## src/rtl/panel_cmd_pkg.sv

```systemverilog
// Shared definitions for the panel command bus engine: register map,
// flag bit positions, phase encoding and the latched cycle descriptor.
package panel_cmd_pkg;

    localparam int REG_AW = 3;

    localparam logic [REG_AW-1:0] A_WORD   = 3'd0;
    localparam logic [REG_AW-1:0] A_WGO    = 3'd1;
    localparam logic [REG_AW-1:0] A_RDREG  = 3'd2;
    localparam logic [REG_AW-1:0] A_RGO    = 3'd3;
    localparam logic [REG_AW-1:0] A_STATUS = 3'd4;
    localparam logic [REG_AW-1:0] A_TIMING = 3'd5;

    localparam int CMD_FLAG_BIT = 28;
    localparam int DAT_FLAG_BIT = 24;
    localparam int GO_BIT       = 0;
    localparam int SUB_BIT      = 1;
    localparam int BUSY_BIT     = 1;

    typedef enum logic [1:0] {
        PH_IDLE   = 2'd0,
        PH_SETUP  = 2'd1,
        PH_STROBE = 2'd2,
        PH_HOLD   = 2'd3
    } phase_t;

    typedef struct packed {
        logic rd;
        logic sub;
        logic rs;
    } xfer_t;

endpackage

```

## src/rtl/panel_cmd_regs.sv

```systemverilog
// Register file of the panel command engine.
// Holds the outgoing word, the read setup flag, captured read data and the
// timing fields. Decodes start writes into a one-cycle launch request.
// Assumes: reg_wr is a single-cycle qualified write; reads are combinational.
module panel_cmd_regs
    import panel_cmd_pkg::*;
#(
    parameter int DW     = 18,
    parameter int TW     = 4,
    parameter int RST_SU = 2,
    parameter int RST_ST = 4,
    parameter int RST_HD = 2
) (
    input  logic              clk,
    input  logic              rst_n,
    input  logic              reg_wr,
    input  logic [REG_AW-1:0] reg_addr,
    input  logic [31:0]       reg_wdata,
    output logic [31:0]       reg_rdata,
    input  logic              busy,
    input  logic              cap_vld,
    input  logic [DW-1:0]     cap_data,
    output logic              launch,
    output xfer_t             launch_cfg,
    output logic [DW-1:0]     out_word,
    output logic [TW-1:0]     t_su,
    output logic [TW-1:0]     t_st,
    output logic [TW-1:0]     t_hd
);

    localparam int TIME_W = 3 * TW;

    logic [31:0]     word_q;
    logic            rd_rs_q;
    logic [DW-1:0]   rd_cap_q;
    logic [TW-1:0]   su_q, st_q, hd_q;
    logic            is_wgo, is_rgo;

    // Decode which start register, if any, is written this cycle.
    always_comb begin
        is_wgo = reg_wr && (reg_addr == A_WGO);
        is_rgo = reg_wr && (reg_addr == A_RGO);
    end

    // Launch request: idle engine, go bit set, write cycle needs the command flag.
    always_comb begin
        launch = !busy && reg_wdata[GO_BIT] &&
                 ((is_wgo && word_q[CMD_FLAG_BIT]) || is_rgo);
        launch_cfg.rd  = is_rgo;
        launch_cfg.sub = reg_wdata[SUB_BIT];
        launch_cfg.rs  = is_rgo ? rd_rs_q : word_q[DAT_FLAG_BIT];
    end

    // Word, read setup and timing registers.
    always_ff @(posedge clk) begin
        if (!rst_n) begin
            word_q  <= '0;
            rd_rs_q <= 1'b0;
            su_q    <= TW'(RST_SU);
            st_q    <= TW'(RST_ST);
            hd_q    <= TW'(RST_HD);
        end else if (reg_wr) begin
            case (reg_addr)
                A_WORD:   word_q  <= reg_wdata;
                A_RDREG:  rd_rs_q <= reg_wdata[DAT_FLAG_BIT];
                A_TIMING: begin
                    su_q <= reg_wdata[TW-1:0];
                    st_q <= reg_wdata[2*TW-1:TW];
                    hd_q <= reg_wdata[3*TW-1:2*TW];
                end
                default: ;
            endcase
        end
    end

    // Captured read data from the sequencer.
    always_ff @(posedge clk) begin
        if (!rst_n)       rd_cap_q <= '0;
        else if (cap_vld) rd_cap_q <= cap_data;
    end

    // Effective timing: a zero field behaves as one clock.
    always_comb begin
        t_su = (su_q == '0) ? TW'(1) : su_q;
        t_st = (st_q == '0) ? TW'(1) : st_q;
        t_hd = (hd_q == '0) ? TW'(1) : hd_q;
    end

    assign out_word = word_q[DW-1:0];

    // Combinational read mux.
    always_comb begin
        reg_rdata = '0;
        case (reg_addr)
            A_WORD:   reg_rdata = word_q;
            A_RDREG:  reg_rdata[DW-1:0] = rd_cap_q;
            A_STATUS: reg_rdata[BUSY_BIT] = busy;
            A_TIMING: reg_rdata[TIME_W-1:0] = {hd_q, st_q, su_q};
            default:  reg_rdata = '0;
        endcase
    end

endmodule

```

## src/rtl/panel_cmd_seq.sv

```systemverilog
// Bus cycle sequencer: setup, strobe and hold phases of programmable length.
// Latches panel, direction, register-select, data and timing at launch so
// later register writes cannot disturb a running cycle.
// Assumes: launch only arrives while idle; timing inputs are at least 1.
module panel_cmd_seq
    import panel_cmd_pkg::*;
#(
    parameter int DW = 18,
    parameter int TW = 4
) (
    input  logic          clk,
    input  logic          rst_n,
    input  logic          launch,
    input  xfer_t         launch_cfg,
    input  logic [DW-1:0] word,
    input  logic [TW-1:0] t_su,
    input  logic [TW-1:0] t_st,
    input  logic [TW-1:0] t_hd,
    input  logic [DW-1:0] din,
    output logic          busy,
    output logic [1:0]    cs_n,
    output logic          rs,
    output logic          wr_n,
    output logic          rd_n,
    output logic [DW-1:0] dout,
    output logic          oe,
    output logic          cap_vld,
    output logic [DW-1:0] cap_data
);

    phase_t        ph;
    logic [TW-1:0] cnt;
    logic [TW-1:0] lim_su, lim_st, lim_hd;
    logic [TW-1:0] limit;
    logic          last;
    xfer_t         cur;
    logic [DW-1:0] dat;

    // Phase length for the current phase and end-of-phase flag.
    always_comb begin
        case (ph)
            PH_SETUP:  limit = lim_su;
            PH_STROBE: limit = lim_st;
            default:   limit = lim_hd;
        endcase
        last = (cnt == limit);
    end

    // Phase state machine and in-phase clock counter.
    always_ff @(posedge clk) begin
        if (!rst_n) begin
            ph  <= PH_IDLE;
            cnt <= '0;
        end else begin
            case (ph)
                PH_IDLE: if (launch) begin
                    ph  <= PH_SETUP;
                    cnt <= TW'(1);
                end
                PH_SETUP: if (last) begin
                    ph  <= PH_STROBE;
                    cnt <= TW'(1);
                end else cnt <= cnt + TW'(1);
                PH_STROBE: if (last) begin
                    ph  <= PH_HOLD;
                    cnt <= TW'(1);
                end else cnt <= cnt + TW'(1);
                default: if (last) begin
                    ph  <= PH_IDLE;
                    cnt <= '0;
                end else cnt <= cnt + TW'(1);
            endcase
        end
    end

    // Cycle descriptor, data and timing latched at launch.
    always_ff @(posedge clk) begin
        if (!rst_n) begin
            cur    <= '0;
            dat    <= '0;
            lim_su <= TW'(1);
            lim_st <= TW'(1);
            lim_hd <= TW'(1);
        end else if (ph == PH_IDLE && launch) begin
            cur    <= launch_cfg;
            dat    <= word;
            lim_su <= t_su;
            lim_st <= t_st;
            lim_hd <= t_hd;
        end
    end

    // Panel pins decoded from the registered phase.
    always_comb begin
        busy = (ph != PH_IDLE);
        cs_n = 2'b11;
        if (busy) cs_n = cur.sub ? 2'b01 : 2'b10;
        rs   = busy && cur.rs;
        wr_n = !(ph == PH_STROBE && !cur.rd);
        rd_n = !(ph == PH_STROBE && cur.rd);
        oe   = busy && !cur.rd;
        dout = oe ? dat : '0;
    end

    // Read capture on the final strobe clock.
    always_comb begin
        cap_vld  = (ph == PH_STROBE) && last && cur.rd;
        cap_data = din;
    end

endmodule

```

## src/rtl/panel_cmd_engine.sv

```systemverilog
// Top of the panel command bus engine: register file plus bus sequencer.
// Assumes one register access per clock and an external panel that honours
// the programmed setup, strobe and hold times.
module panel_cmd_engine
    import panel_cmd_pkg::*;
#(
    parameter int DW     = 18,
    parameter int TW     = 4,
    parameter int RST_SU = 2,
    parameter int RST_ST = 4,
    parameter int RST_HD = 2
) (
    input  logic              clk,
    input  logic              rst_n,
    input  logic              reg_wr,
    input  logic [REG_AW-1:0] reg_addr,
    input  logic [31:0]       reg_wdata,
    output logic [31:0]       reg_rdata,
    output logic [1:0]        pnl_cs_n,
    output logic              pnl_rs,
    output logic              pnl_wr_n,
    output logic              pnl_rd_n,
    output logic [DW-1:0]     pnl_dout,
    output logic              pnl_oe,
    input  logic [DW-1:0]     pnl_din
);

    logic          busy;
    logic          launch;
    xfer_t         launch_cfg;
    logic [DW-1:0] out_word;
    logic [TW-1:0] t_su, t_st, t_hd;
    logic          cap_vld;
    logic [DW-1:0] cap_data;

    panel_cmd_regs #(
        .DW(DW), .TW(TW), .RST_SU(RST_SU), .RST_ST(RST_ST), .RST_HD(RST_HD)
    ) u_regs (
        .clk(clk), .rst_n(rst_n),
        .reg_wr(reg_wr), .reg_addr(reg_addr), .reg_wdata(reg_wdata),
        .reg_rdata(reg_rdata), .busy(busy),
        .cap_vld(cap_vld), .cap_data(cap_data),
        .launch(launch), .launch_cfg(launch_cfg), .out_word(out_word),
        .t_su(t_su), .t_st(t_st), .t_hd(t_hd)
    );

    panel_cmd_seq #(.DW(DW), .TW(TW)) u_seq (
        .clk(clk), .rst_n(rst_n),
        .launch(launch), .launch_cfg(launch_cfg), .word(out_word),
        .t_su(t_su), .t_st(t_st), .t_hd(t_hd), .din(pnl_din),
        .busy(busy), .cs_n(pnl_cs_n), .rs(pnl_rs),
        .wr_n(pnl_wr_n), .rd_n(pnl_rd_n), .dout(pnl_dout), .oe(pnl_oe),
        .cap_vld(cap_vld), .cap_data(cap_data)
    );

endmodule

```

## config.mk

```make
export PLATFORM = sky130hd
export DESIGN_NAME = panel_cmd_engine
export DESIGN_NICKNAME = d
export VERILOG_FILES = /design/src/rtl/panel_cmd_pkg.sv /design/src/rtl/panel_cmd_regs.sv /design/src/rtl/panel_cmd_seq.sv /design/src/rtl/panel_cmd_engine.sv
export SDC_FILE = /design/constraint.sdc
export NUM_CORES = 1
export LEC_CHECK = 0
export BUFFER_PORTS_ARGS = -buffer_cell sky130_fd_sc_hd__clkbuf_2
export CORE_MARGIN = 4
export CORE_UTILIZATION = 40
export CTS_BUF_LIST = sky130_fd_sc_hd__clkbuf_16
export DETAILED_ROUTE_END_ITERATION = 8
export GPL_TIMING_DRIVEN = 0
export HOLD_SLACK_MARGIN = 0.05
export PLACE_DENSITY = 0.6
export RECOVER_POWER = 25
export REMOVE_ABC_BUFFERS = 1
export SKIP_CTS_REPAIR_TIMING = 1
export SYNTH_ARGS = -nofsm -noshare
export SYNTH_HDL_FRONTEND = slang
export SYNTH_HIERARCHICAL = 1
export SYNTH_SLANG_ARGS = --single-unit
```

## constraint.sdc

```tcl
create_clock -name clk -period 2.5 [get_ports clk]
set_clock_uncertainty 0.15 [all_clocks]
set_input_delay 0.375 -clock clk [delete_from_list [all_inputs] [get_ports clk]]
set_output_delay 0.375 -clock clk [all_outputs]
set_load 0.1 [all_outputs]
```

==> impl_metrics.tcl <==
set metrics [dict create \
    synth.largest_area_cell "dfxtp_1" \
    grt_pass1_vias 3958 \
    tightest_slew_ps 1220 \
    cp_max_fo 26 \
    timing.final.ws_setup_ps 52.8 \
    p_per_area_nw_per_um2 688 \
    path_cells "clkbuf_4 -> and3b_4 -> nand2_1 -> o21ai_0 -> clkbuf_2" \
    fin_crit_sh_pct 97.9 \
    finalMaxSlewViolations 0 \
    postRouteAntennaNets 0 \
    diodes 0 \
    wl_mm 12.4 \
    die_w_um 120 \
    drc 0 \
    start_util_pct 41.2 \
    syn2layout_area_growth_pct 17.3 \
    yosysWarnings 6 \
    slowest_delay_ps 530 \
    critPathKind "in -> out" \
    synth-seq-cells 102 \
    synth_flop_cell "dfxtp_1" \
    layout-drive-gt1-share_pct 23.8 \
    synth_top_area_share_pct 40.9 \
    numCtsBuffers 9 \
    area.sequential_um2 2040 \
    clock_latency_ps 340 \
    wl_per_cell_um 14.7 \
    dp_hpwl_mm 8.13 \
    multi_input_area_um2 2470 \
    portBuffers 111 \
    grt-ovfl-total 0 \
    grt_max_degree 69 \
    syn-instance-count 626 \
    vias 4199 \
    cts_sinks 102 \
    netlist_top_cells_area "dfxtp_1 41%, nand2_1 10%, mux2i_1 8.4%" \
    io_pins 112 \
    dieHeight_um 120 \
    dieArea_um2 14300 \
    htree_levels 3 \
    post-place-ws_ps -1000 \
    start_kind "input port" \
    syn_area_per_cell_um2 7.98 \
    worstPathRequired_ps 1980 \
    clockBufferDepth 2 \
    final_cells 845 \
    hold_viol 0 \
    period_needed_ps 2450 \
    syn-cell-area_um2 4990 \
    floorplan.rows 40 \
    ir_worst_vdd_uv 406 \
    status "finished clean" \
    place.gp.congestion 0.819 \
    vias_per_cell 4.97 \
    finalSetupViolations 0 \
    crit_slowest_cell "and3b_4" \
    drt_iter0_drc 182 \
    seq_area_frac_synth_pct 40.9 \
    cts_root_buffer "clkbuf_16" \
    fillers 1212 \
    clk_pin_slew_ps 70 \
    synth_enable_flop_cells 0 \
    drt-pass1-iter-count 4 \
    grt_pass1_wl_mm 19.4 \
    hp-class "in -> reg" \
    placedCellCount 820 \
    worstPathArrival_ps 1920 \
    grt_usage_pct 16.6 \
    max-slew-margin-rel_pct 18.3 \
    core_area_um2 12100 \
    endpoint_kind "output port" \
    p_leak_uw 0.00230 \
    max_freq_mhz 409 \
    fin_nets 734 \
    maxCapViolCount 0 \
    ys_async_sr_fraction_pct 0 \
    synth.distinct_cells 40 \
    antenna_found_initial 0 \
    cts_tree "done" \
]
[metal layers]
metal	track usage [%]	vias to the layer above	share of wire, %	routed length (µm)
met4	3.72	0	0.61	76
li1	-	2131	-	-
met1	20.5	1974	45	5570
met5	0	-	0	0
met2	28.7	90	49	6110
met3	4.62	4	5.3	662
[stage by stage]
| step | setup TNS (ps) | power, µW | utilization [%] | hold slack [ps] | area, µm² |
|---|---|---|---|---|---|
| 2_1_floorplan | -50980 | 2210 | - | 274 | 4470 |
| 3_3_place_gp | -139780 | 2420 | 43.2 | 282 | 5230 |
| 3_5_place_dp | -60770 | 2450 | 44.1 | 286 | 5340 |
| 4_1_cts | -55290 | 3930 | 46.7 | 93.7 | 5650 |
| 5_1_grt | -23.0 | 4200 | 48.4 | 95.9 | 5860 |
| 6_report | 0 | 4030 | 48.4 | 101 | 5860 |
[where the power goes]
group	internal [µW]	switching, µW
Clock	872	603
Sequential	1660	41.8
Combinational	281	570
Total	2820	1210
[final timing paths]
| path | startpoint | end | slack (ps) | depth (start not counted) |
|---|---|---|---|---|
| setup reg to reg | u_seq/ph[0] | u_regs/rd_cap_q[17] | 120 | 9 |
| setup / recovery | reg_addr[1] | reg_rdata[7] | 50 | 5 |
| hold / removal | reg_wdata[28] | u_regs/word_q[28] | 100 | 3 |
| hold reg to reg | u_seq/dat[13] | u_seq/dat[13] | 300 | 2 |
[worst max-delay path: cells and delay by family]
family                 cells  cell delay, ps
buffers and inverters      2             820
AOI/OAI and AO/OA          1              90
and+or+nand+nor            2             620
[layout make-up]
type | instances | share of cell area, %
clock buffers | 9 | 3.84
clock inverters | 6 | 1.47
inverters | 5 | 0.363
multi-input cells | 429 | 42.2
flip-flops and latches | 102 | 34.9
well taps | 168 | 3.59
repair buffers | 126 | 13.6
[synth_stat cells (3+ instances only)]
cell type,number
nor2_1,12
buf_1,3
mux2i_1,42
inv_1,4
xor2_1,7
a31oi_1,4
dfxtp_1,102
nor3_1,5
o21ai_1,7
buf_2,8
buf_6,4
a21oi_1,34
or2_2,5
nand3_1,47
clkbuf_2,4
nand2_1,136
o21ai_0,47
clkbuf_1,33
a22oi_1,4
buf_4,38
nor2b_1,19
ha_1,5
and2_1,33
[cells by family after synthesis]
family	after synthesis	share of synthesized area [%]
adder cells (fa/ha/maj)	5	1.25
XOR/XNOR	7	1.23
flip-flops	102	40.9
buffers and inverters	95	10.9
multiplexers	43	8.64
AND/OR/NAND/NOR	272	26.2
AO/OA/AOI/OAI	102	10.9
[layout by cell type, fill, tap and decap left out, drive strengths merged]
| cell type | synthesis | final |
|---|---|---|
| nand2 | 136 | 136 |
| clkbuf | 37 | 111 |
| dfxtp | 102 | 102 |
| o21ai | 54 | 54 |
| nand3 | 47 | 47 |
| mux2i | 42 | 42 |
| a21oi | 34 | 34 |
| and2 | 33 | 33 |
| buf | 53 | 24 |
| nor2b | 19 | 19 |
| nor2 | 12 | 12 |
| xor2 | 7 | 7 |
| inv | 5 | 6 |
| nor3 | 5 | 5 |
| or2 | 5 | 5 |
| ha | 5 | 5 |
| a22oi | 4 | 4 |
| a31oi | 4 | 4 |
| clkinv | 0 | 2 |
| bufinv | 0 | 2 |
| o31ai | 2 | 2 |
| nor3b | 2 | 2 |
| nand4b | 2 | 2 |
| o211ai | 2 | 2 |
| or2b | 2 | 2 |
| nor4 | 2 | 2 |
| nand4 | 2 | 2 |
| clkinvlp | 0 | 1 |
| and3b | 1 | 1 |
| nor4bb | 1 | 1 |
| mux2 | 1 | 1 |
| nor4b | 1 | 1 |
| or3 | 1 | 1 |
| o2111ai | 1 | 1 |
| and3 | 1 | 1 |
| o311a | 1 | 1 |
[flip-flops by register name, indices dropped and copies added, names as in the netlist]
| register | count |
|---|---|
| u_regs/rd_cap_q | 18 |
| u_seq/cur | 3 |
| u_regs/rd_rs_q | 1 |
| u_seq/cnt | 4 |
| u_regs/st_q | 4 |
| u_seq/ph | 2 |
| u_seq/lim_su | 4 |
| u_seq/lim_hd | 4 |
| u_seq/lim_st | 4 |
| u_seq/dat | 18 |
| u_regs/su_q | 4 |
| u_regs/hd_q | 4 |
| u_regs/word_q | 32 |
Note: power is estimated with default switching activity, not from simulation.
